File: config.mk
export PLATFORM = sky130hd
export DESIGN_NAME = dcp_step_master
export DESIGN_NICKNAME = d
export VERILOG_FILES = /design/src/rtl/dcp_seq_pkg.sv /design/src/rtl/dcp_interval_timer.sv /design/src/rtl/dcp_step_counter.sv /design/src/rtl/dcp_step_master.sv
export SDC_FILE = /design/constraint.sdc
export NUM_CORES = 1
export LEC_CHECK = 0
export BUFFER_PORTS_ARGS = -buffer_cell sky130_fd_sc_hd__buf_4
export CAP_MARGIN = 5
export CORE_MARGIN = 2
export CORE_UTILIZATION = 59
export DETAILED_ROUTE_END_ITERATION = 10
export PLACE_DENSITY = 0.79
export RECOVER_POWER = 25
export SLEW_MARGIN = 20
export SYNTH_ARGS = -nofsm -noshare
export SYNTH_HDL_FRONTEND = slang
export SYNTH_SLANG_ARGS = --single-unit
File: constraint.sdc
create_clock -name clk -period 3 [get_ports clk]
set_input_delay 0.3 -clock clk [delete_from_list [all_inputs] [get_ports clk]]
set_output_delay 0.3 -clock clk [all_outputs]
set_load 0.05 [all_outputs]
File: src/rtl/dcp_seq_pkg.sv
package dcp_seq_pkg;

    typedef enum logic [2:0] {
        ST_IDLE,
        ST_SETUP,
        ST_LOW,
        ST_HIGH,
        ST_REL_STORE,
        ST_REL_SKIP,
        ST_RECOVER
    } seq_state_e;

    typedef struct packed {
        seq_state_e state;
        logic       sel_n;
        logic       inc;
        logic       dir;
        logic       commit;
    } seq_regs_t;

    // round every interval up to whole cycles, at least one
    function automatic int unsigned ns_to_cycles(input int unsigned ns,
                                                 input int unsigned period_ps);
        longint unsigned num;
        longint unsigned cyc;
        num = 64'(ns) * 64'd1000 + 64'(period_ps) - 64'd1;
        cyc = num / 64'(period_ps);
        if (cyc == 64'd0) cyc = 64'd1;
        return 32'(cyc);
    endfunction

    function automatic int unsigned max2(input int unsigned a, input int unsigned b);
        return (a > b) ? a : b;
    endfunction

endpackage

File: src/rtl/dcp_interval_timer.sv
module dcp_interval_timer #(
    parameter int unsigned W = 8
) (
    input  logic         clk,
    input  logic         rst_n,
    input  logic         load_i,
    input  logic [W-1:0] load_val_i,
    output logic         expired_o
);
    logic [W-1:0] cnt_d, cnt_q;

    always_comb begin
        cnt_d = cnt_q;
        if (load_i)
            cnt_d = load_val_i;
        else if (cnt_q != '0)
            cnt_d = cnt_q - 1'b1;
    end

    always_ff @(posedge clk) begin
        if (!rst_n) cnt_q <= '0;
        else        cnt_q <= cnt_d;
    end

    assign expired_o = (cnt_q == '0);


    hold_at_zero_chk: assert property (@(posedge clk) disable iff (!rst_n)
        (!load_i && cnt_q == '0) |=> (cnt_q == '0));

endmodule

File: src/rtl/dcp_step_counter.sv
module dcp_step_counter #(
    parameter int unsigned W = 7
) (
    input  logic         clk,
    input  logic         rst_n,
    input  logic         load_i,
    input  logic [W-1:0] load_val_i,
    input  logic         dec_i,
    output logic         zero_o
);
    logic [W-1:0] left_d, left_q;

    always_comb begin
        left_d = left_q;
        if (load_i)
            left_d = load_val_i;
        else if (dec_i)
            left_d = left_q - 1'b1;
    end

    always_ff @(posedge clk) begin
        if (!rst_n) left_q <= '0;
        else        left_q <= left_d;
    end

    assign zero_o = (left_q == '0);


    no_underflow_chk: assert property (@(posedge clk) disable iff (!rst_n)
        dec_i |-> (left_q != '0));

endmodule

File: src/rtl/dcp_step_master.sv
module dcp_step_master
    import dcp_seq_pkg::*;
#(
    parameter int unsigned CLK_PERIOD_PS   = 8000,
    parameter int unsigned STEP_W          = 7,
    parameter int unsigned SEL_SETUP_NS    = 100,
    parameter int unsigned DIR_SETUP_NS    = 1000,
    parameter int unsigned DIR_HOLD_NS     = 100,
    parameter int unsigned INC_LOW_NS      = 1000,
    parameter int unsigned INC_HIGH_NS     = 1000,
    parameter int unsigned INC_PERIOD_NS   = 4000,
    parameter int unsigned INC_TO_DESEL_NS = 1000,
    parameter int unsigned STORE_WAIT_NS   = 20000000,
    parameter int unsigned SKIP_WAIT_NS    = 1000
) (
    input  logic              clk,
    input  logic              rst_n,
    input  logic              cmd_start,
    output logic              cmd_ready,
    input  logic [STEP_W-1:0] cmd_steps,
    input  logic              cmd_dir_up,
    input  logic              cmd_commit,
    output logic              sel_n_o,
    output logic              inc_o,
    output logic              dir_o
);
    // cycle counts, each rounded up
    localparam int unsigned C_CI  = ns_to_cycles(SEL_SETUP_NS,    CLK_PERIOD_PS);
    localparam int unsigned C_DI  = ns_to_cycles(DIR_SETUP_NS,    CLK_PERIOD_PS);
    localparam int unsigned C_ID  = ns_to_cycles(DIR_HOLD_NS,     CLK_PERIOD_PS);
    localparam int unsigned C_IL  = ns_to_cycles(INC_LOW_NS,      CLK_PERIOD_PS);
    localparam int unsigned C_IH  = ns_to_cycles(INC_HIGH_NS,     CLK_PERIOD_PS);
    localparam int unsigned C_CYC = ns_to_cycles(INC_PERIOD_NS,   CLK_PERIOD_PS);
    localparam int unsigned C_IC  = ns_to_cycles(INC_TO_DESEL_NS, CLK_PERIOD_PS);
    localparam int unsigned C_ST  = ns_to_cycles(STORE_WAIT_NS,   CLK_PERIOD_PS);
    localparam int unsigned C_NS  = ns_to_cycles(SKIP_WAIT_NS,    CLK_PERIOD_PS);

    localparam int unsigned C_SU  = max2(max2(C_CI, C_DI), C_IH);
    localparam int unsigned C_PAD = (C_CYC > C_IL) ? (C_CYC - C_IL) : 1;
    localparam int unsigned C_HI  = max2(max2(C_IH, C_PAD), C_IC);

    localparam int unsigned C_MAX = max2(max2(max2(C_SU, C_HI), max2(C_IL, C_ST)),
                                         max2(C_NS, C_ID));
    localparam int unsigned TMR_W = $clog2(C_MAX + 1);

    localparam logic [TMR_W-1:0] L_SU = TMR_W'(C_SU - 1);
    localparam logic [TMR_W-1:0] L_IL = TMR_W'(C_IL - 1);
    localparam logic [TMR_W-1:0] L_HI = TMR_W'(C_HI - 1);
    localparam logic [TMR_W-1:0] L_ST = TMR_W'(C_ST - 1);
    localparam logic [TMR_W-1:0] L_NS = TMR_W'(C_NS - 1);
    localparam logic [TMR_W-1:0] L_ID = TMR_W'(C_ID - 1);

    seq_regs_t r_d, r_q;

    logic             tmr_load;
    logic [TMR_W-1:0] tmr_val;
    logic             tmr_done;
    logic             cnt_load;
    logic             cnt_dec;
    logic             cnt_zero;
    logic             accept;

    dcp_interval_timer #(.W(TMR_W)) tmr_i (
        .clk        (clk),
        .rst_n      (rst_n),
        .load_i     (tmr_load),
        .load_val_i (tmr_val),
        .expired_o  (tmr_done)
    );

    dcp_step_counter #(.W(STEP_W)) cnt_i (
        .clk        (clk),
        .rst_n      (rst_n),
        .load_i     (cnt_load),
        .load_val_i (cmd_steps),
        .dec_i      (cnt_dec),
        .zero_o     (cnt_zero)
    );

    assign accept = cmd_start && (r_q.state == ST_IDLE);

    always_comb begin
        r_d      = r_q;
        tmr_load = 1'b0;
        tmr_val  = '0;
        cnt_load = 1'b0;
        cnt_dec  = 1'b0;
        unique case (r_q.state)
            ST_IDLE: begin
                // an empty command without commit touches nothing
                if (accept && (cmd_steps != '0 || cmd_commit)) begin
                    r_d.state  = ST_SETUP;
                    r_d.sel_n  = 1'b0;
                    r_d.inc    = 1'b1;
                    r_d.dir    = cmd_dir_up;
                    r_d.commit = cmd_commit;
                    cnt_load   = 1'b1;
                    tmr_load   = 1'b1;
                    tmr_val    = L_SU;
                end
            end
            ST_SETUP: begin
                if (tmr_done) begin
                    tmr_load = 1'b1;
                    if (cnt_zero) begin
                        r_d.state = ST_REL_STORE;
                        r_d.sel_n = 1'b1;
                        tmr_val   = L_ST;
                    end else begin
                        r_d.state = ST_LOW;
                        r_d.inc   = 1'b0;
                        cnt_dec   = 1'b1;
                        tmr_val   = L_IL;
                    end
                end
            end
            ST_LOW: begin
                if (tmr_done) begin
                    tmr_load = 1'b1;
                    if (cnt_zero && !r_q.commit) begin
                        r_d.state = ST_REL_SKIP;
                        r_d.sel_n = 1'b1;
                        tmr_val   = L_NS;
                    end else begin
                        r_d.state = ST_HIGH;
                        r_d.inc   = 1'b1;
                        tmr_val   = L_HI;
                    end
                end
            end
            ST_HIGH: begin
                if (tmr_done) begin
                    tmr_load = 1'b1;
                    if (cnt_zero) begin
                        r_d.state = ST_REL_STORE;
                        r_d.sel_n = 1'b1;
                        tmr_val   = L_ST;
                    end else begin
                        r_d.state = ST_LOW;
                        r_d.inc   = 1'b0;
                        cnt_dec   = 1'b1;
                        tmr_val   = L_IL;
                    end
                end
            end
            ST_REL_STORE: begin
                if (tmr_done) r_d.state = ST_IDLE;
            end
            ST_REL_SKIP: begin
                if (tmr_done) begin
                    r_d.state = ST_RECOVER;
                    r_d.inc   = 1'b1;
                    tmr_load  = 1'b1;
                    tmr_val   = L_ID;
                end
            end
            ST_RECOVER: begin
                if (tmr_done) r_d.state = ST_IDLE;
            end
            default: r_d.state = ST_IDLE;
        endcase
    end

    always_ff @(posedge clk) begin
        if (!rst_n) begin
            r_q.state  <= ST_IDLE;
            r_q.sel_n  <= 1'b1;
            r_q.inc    <= 1'b1;
            r_q.dir    <= 1'b1;
            r_q.commit <= 1'b0;
        end else begin
            r_q <= r_d;
        end
    end

    assign cmd_ready = (r_q.state == ST_IDLE);
    assign sel_n_o   = r_q.sel_n;
    assign inc_o     = r_q.inc;
    assign dir_o     = r_q.dir;


    select_entry_chk: assert property (@(posedge clk) disable iff (!rst_n)
        (cmd_ready && cmd_start && (cmd_steps != '0 || cmd_commit))
        |=> (!cmd_ready && !sel_n_o && inc_o && dir_o == $past(cmd_dir_up)));


    strobe_fall_selected_chk: assert property (@(posedge clk) disable iff (!rst_n)
        $fell(inc_o) |-> !sel_n_o);


    dir_steady_chk: assert property (@(posedge clk) disable iff (!rst_n)
        (!cmd_ready && $past(!cmd_ready)) |-> $stable(dir_o));



    deselect_level_chk: assert property (@(posedge clk) disable iff (!rst_n)
        $rose(sel_n_o) |-> (inc_o == r_q.commit));


    empty_cmd_chk: assert property (@(posedge clk) disable iff (!rst_n)
        (cmd_ready && cmd_start && cmd_steps == '0 && !cmd_commit)
        |=> (cmd_ready && sel_n_o && inc_o));


    busy_ignore_chk: assert property (@(posedge clk) disable iff (!rst_n)
        !cmd_ready |=> $stable(r_q.commit));

endmodule

After elaboration in Yosys (flattened, before gate mapping):

Index checks and enable logic that the tools add are counted.

* input bits: 12
* output and inout port bits: 4
* register bits: 36
* word-level logic and storage cells: 78

* reduce and logical (&&, ||, !) cells: 21
* muxes and demuxes: 33
* equality and inequality tests: 15
* add/subtract/negate cells: 2

Operators with widths (number)
* $mux 22: 5
* $pmux 22 s4: 1
* $mux 7: 4
* $logic_not 22->1: 1
* $reduce_bool 22->1: 1
* $sub 22x1->22 const B: 1
* $pmux 3 s5: 1
* $mux 3: 4
* $mux 1: 11
* $mux 5: 2
* $ne 2x2->1 const B: 5
* $eq 3x3->1 const B: 3
* $mux 9: 1
* $ne 2x1->1 const B: 4
* $logic_not 7->1: 1
* $reduce_and 7->1: 1
* $reduce_bool 7->1: 1
* $sub 7x1->7 const B: 1
* $eq 3x2->1 const B: 2
* $reduce_and 6->1: 1
* $reduce_and 5->1: 1
* $mux 4: 1
* $pmux 1 s4: 1
* $reduce_bool 2->1: 2
* other kinds (12): 15

Depth between registers and ports, before layout:

* depth in word-level cells: 6
* depth in mapped cells: 11
* gate-level depth less buffers: 8

Cells and area by module:

From an unflattened synthesis, not the netlist that was laid out.

* cells, all modules: 265
* area total of the unflattened synthesis: 2207.1 um^2

By module, submodules not included
* dcp_interval_timer: instances 1, cells an instance 147, seq. area each 440.4 um^2, area each 1285.0 um^2
* dcp_step_master: instances 1, cells an instance 74, seq. area each 140.1 um^2, area each 543.0 um^2
* dcp_step_counter: instances 1, cells an instance 44, seq. area each 140.1 um^2, area each 379.1 um^2

Worst setup path after synthesis:

OpenSTA, ideal clock, no wires.

* path type: register -> register
* start point: register tmr_i.cnt_q[0]
* end point: register tmr_i.cnt_q[4]
* period minus slack after synthesis: 2512 ps
* path slack: 488 ps
* cell stages (with the launch flop): 11
* library setup time: 72 ps
* arrival: 2440 ps
* required time: 2928 ps
* path buffers: 2
* cell sequence: dfxtp_1 -> inv_1 -> ha_1 -> or3b_1 -> clkbuf_1 -> or4_4 -> buf_6 -> nor3b_4 -> nor2_2 -> or3_1 -> a21oi_1

* word-level cells in the longest chain between the ends: 4
* elaborated cells on any way between the ends: 11
* classes of those cells: add/sub (1); mux (7); reduce/logical (3)

RTL lines
* from (decl): RTL line dcp_interval_timer.sv:10 `logic [W-1:0] cnt_d, cnt_q;`
* from (signal assigned): RTL line dcp_interval_timer.sv:22 `else cnt_q <= cnt_d;`
* parallel branches: the longest is 4 deep, another holds $sub 22x1->22

Parallel ways; which one is timed is not known. The select of a mux whose other input is x is not followed.
A chain may end at the register's enable or synchronous reset.

Final worst setup path:

* start point: register tmr_i.cnt_q[0]
* end point: register tmr_i.cnt_q[0]

The elaborated chain is that of the path after synthesis.

==> flow_summary.toml <==
[cts]
cts.sinks = 36
cts_tree = "yes"
cts_setup_buffers = 0
hold_buffers = 0
cts_resized = 0
cts_buffers = 5
cts_root_buf = "clkbuf_4"
cts_buffer_depth = 2
clkSlewWorstSetupHoldPaths_ns = 0.11
clkLatencyLatePin_ns = 0.35
htree_levels = 2

[flow_run]
drv_cap = 0

[routing]
dr.pass1.iters = 5
post-route-drc-count = 0
vias = 1965
routed_wl_microns = 4922
wire_per_inst_microns = 15.33
ant_nets = 0
first_iter_violations = 244
vias_per_cell = 6.121

[pwr]
leakage_nw = 0.8513
post-layout-total-power_mw = 2.858
power.density_nw_per_um2 = 1283
peakVddDrop_uv = 502.4

[global_routing]
grt_usage_pct = 26.36
grt_pass1_vias = 1749
grt_overflow = 0
grt_pass1_wl_microns = 8286
antenna_found_initial = 0
grt_max_degree = 18

[synth]
ys_async_sr_fraction_pct = 0
synth_edf_count = 0
synth_ff_type = "dfxtp_1"
synth_nets = 278
ys_warn_count = 0
ys_seq_elements = 36
synth_cell_types = 48
netlist_instances = 263
ys_seq_area_share_pct = 34.76
syn-mean-instance-area_sq_um = 7.883
syn_area_sq_um = 2073

[critical_path]
crit_required_ns = 3.27
crit_arrival_ns = 3.05
crit_fanout = 7
cp-start-kind = "register"
critPathKind = "reg -> reg"
rr_worst_depth = 8
end_kind = "register"

[sta]
min_period_ns = 2.780
worst_pin_slew_ns = 0.6704
slew_viol_final = 0
fmax_ghz = 0.3597
min_period_over_period_pct = 92.67
hold_violations = 0
rsz0062_at_grt = "false"
setup_viol = 0
fin_skew_ns = 0.005530
slew_headroom_pct = 55.26
setup_tns_ns = 0

[final_layout]
drive_gt1_share_pct = 11.64
final_nets = 290
seq_area_sq_um = 720.7
layout_commonest_cell = "dfxtp_1"
multiInputGateArea_sq_um = 1260
area_delta_synth_final_pct = 7.423
fillerInstances = 318
antenna_cells = 0
design_area_sq_um = 2227
final_cell_mix = "dfxtp_1 (36), nand2_1 (33), nor2_1 (29)"

[worst_hold_path]
whs_path_depth = 3
hold_class = "in -> reg"

[die]
die-width_microns = 63.28
start_util_pct = 61.64
die-area_sq_um = 4004
core_region_area_sq_um = 3363
pin_count = 16
fp.dieH_microns = 63.28
rows = 21

[run_status]
status = "finished, final reports clean"

[placed_design]
finalWeightedCongestion = 0.8891
placed_cell_area_sq_um = 2200
dpl.hpwl_microns = 3500
io_buffers = 15
==> power breakdown <==
group	switching, mW	internal (mW)
sequential	0.237	0.670
clock	0.168	0.0863
combinational	1.05	0.648
total	1.45	1.40
==> worst max-delay path: stages, from the launching register on <==
cell	delay [ns]
dfxtp_1	0.35
inv_1	0.11
ha_1	0.18
or3b_1	0.46
or4_1	0.64
or2_1	0.32
o21bai_4	0.25
a21boi_0	0.15
a211oi_1	0.24
==> final cells by class <==
class / count / area share (%)
Multi-Input combinational cell: 206 / 56.57
Inverter: 10 / 1.685
Sequential cell: 36 / 32.36
Tap cell: 46 / 2.584
Clock buffer: 6 / 1.854
Timing Repair Buffer: 16 / 4.719
Clock inverter: 1 / 0.2247
==> synth_stat cells (all sizes together), types with 4 or more instances <==
cell type | number | area share (%)
inv | 9 | 1.6
nor2 | 30 | 5.6
nand2 | 33 | 6.0
nor4 | 10 | 3.3
a211oi | 7 | 2.5
o21ai | 11 | 2.7
or3 | 4 | 1.2
a21oi | 21 | 5.1
a21boi | 4 | 1.4
or2 | 5 | 1.5
or4 | 8 | 3.3
xor2 | 10 | 4.2
nand3 | 5 | 1.2
xnor2 | 9 | 3.8
clkbuf | 8 | 1.4
nor3 | 15 | 4.2
dfxtp | 36 | 35
==> state kept, by name (all words and copies together), names as in the netlist <==
register      count
tmr_i.cnt_q      22
cnt_i.left_q      7
r_q               4
dir_o             1
inc_o             1
sel_n_o           1
==> routing by layer <==
metal  share of wire (%)  global-route usage [%]  vias up
met5                   0                       0        -
met4                 1.8                   10.05        0
met3                 5.2                   4.643        9
met2                  47                   43.35       78
met1                  46                   34.57      909
li1                    -                       -      969
==> logic make-up (layout without fill, tap and decap cells) <==
logic type               after synthesis  in the layout  synth area share, %
AO/OA/AOI/OAI                         60             60                19.19
adder cells (fa/ha/maj)                3              3                1.811
buffers and inverters                 21             33                4.285
AND/OR/NAND/NOR                      124            124                31.92
flip-flops                            36             36                34.76
XOR/XNOR                              19             19                8.027
==> final timing paths <==
kind         slack, ns           start             end
max               0.22  tmr_i.cnt_q[0]  tmr_i.cnt_q[0]
max reg2reg       0.22  tmr_i.cnt_q[0]  tmr_i.cnt_q[0]
min reg2reg       0.49          r_q[0]          r_q[0]
min               0.15      cmd_dir_up           dir_o
==> through the flow <==
step	setup WS [ns]	util [%]	cells	hold slack, ns
after floorplan	0.4883	-	263	0.4243
after global placement	0.3838	65.40	314	0.4643
after detailed placement	0.3236	65.40	314	0.4689
after CTS	0.2973	66.78	321	0.1496
after global routing	0.03951	66.22	321	0.1562
final	0.2200	66.22	321	0.1533
Note: power is estimated with default switching activity, not from simulation.
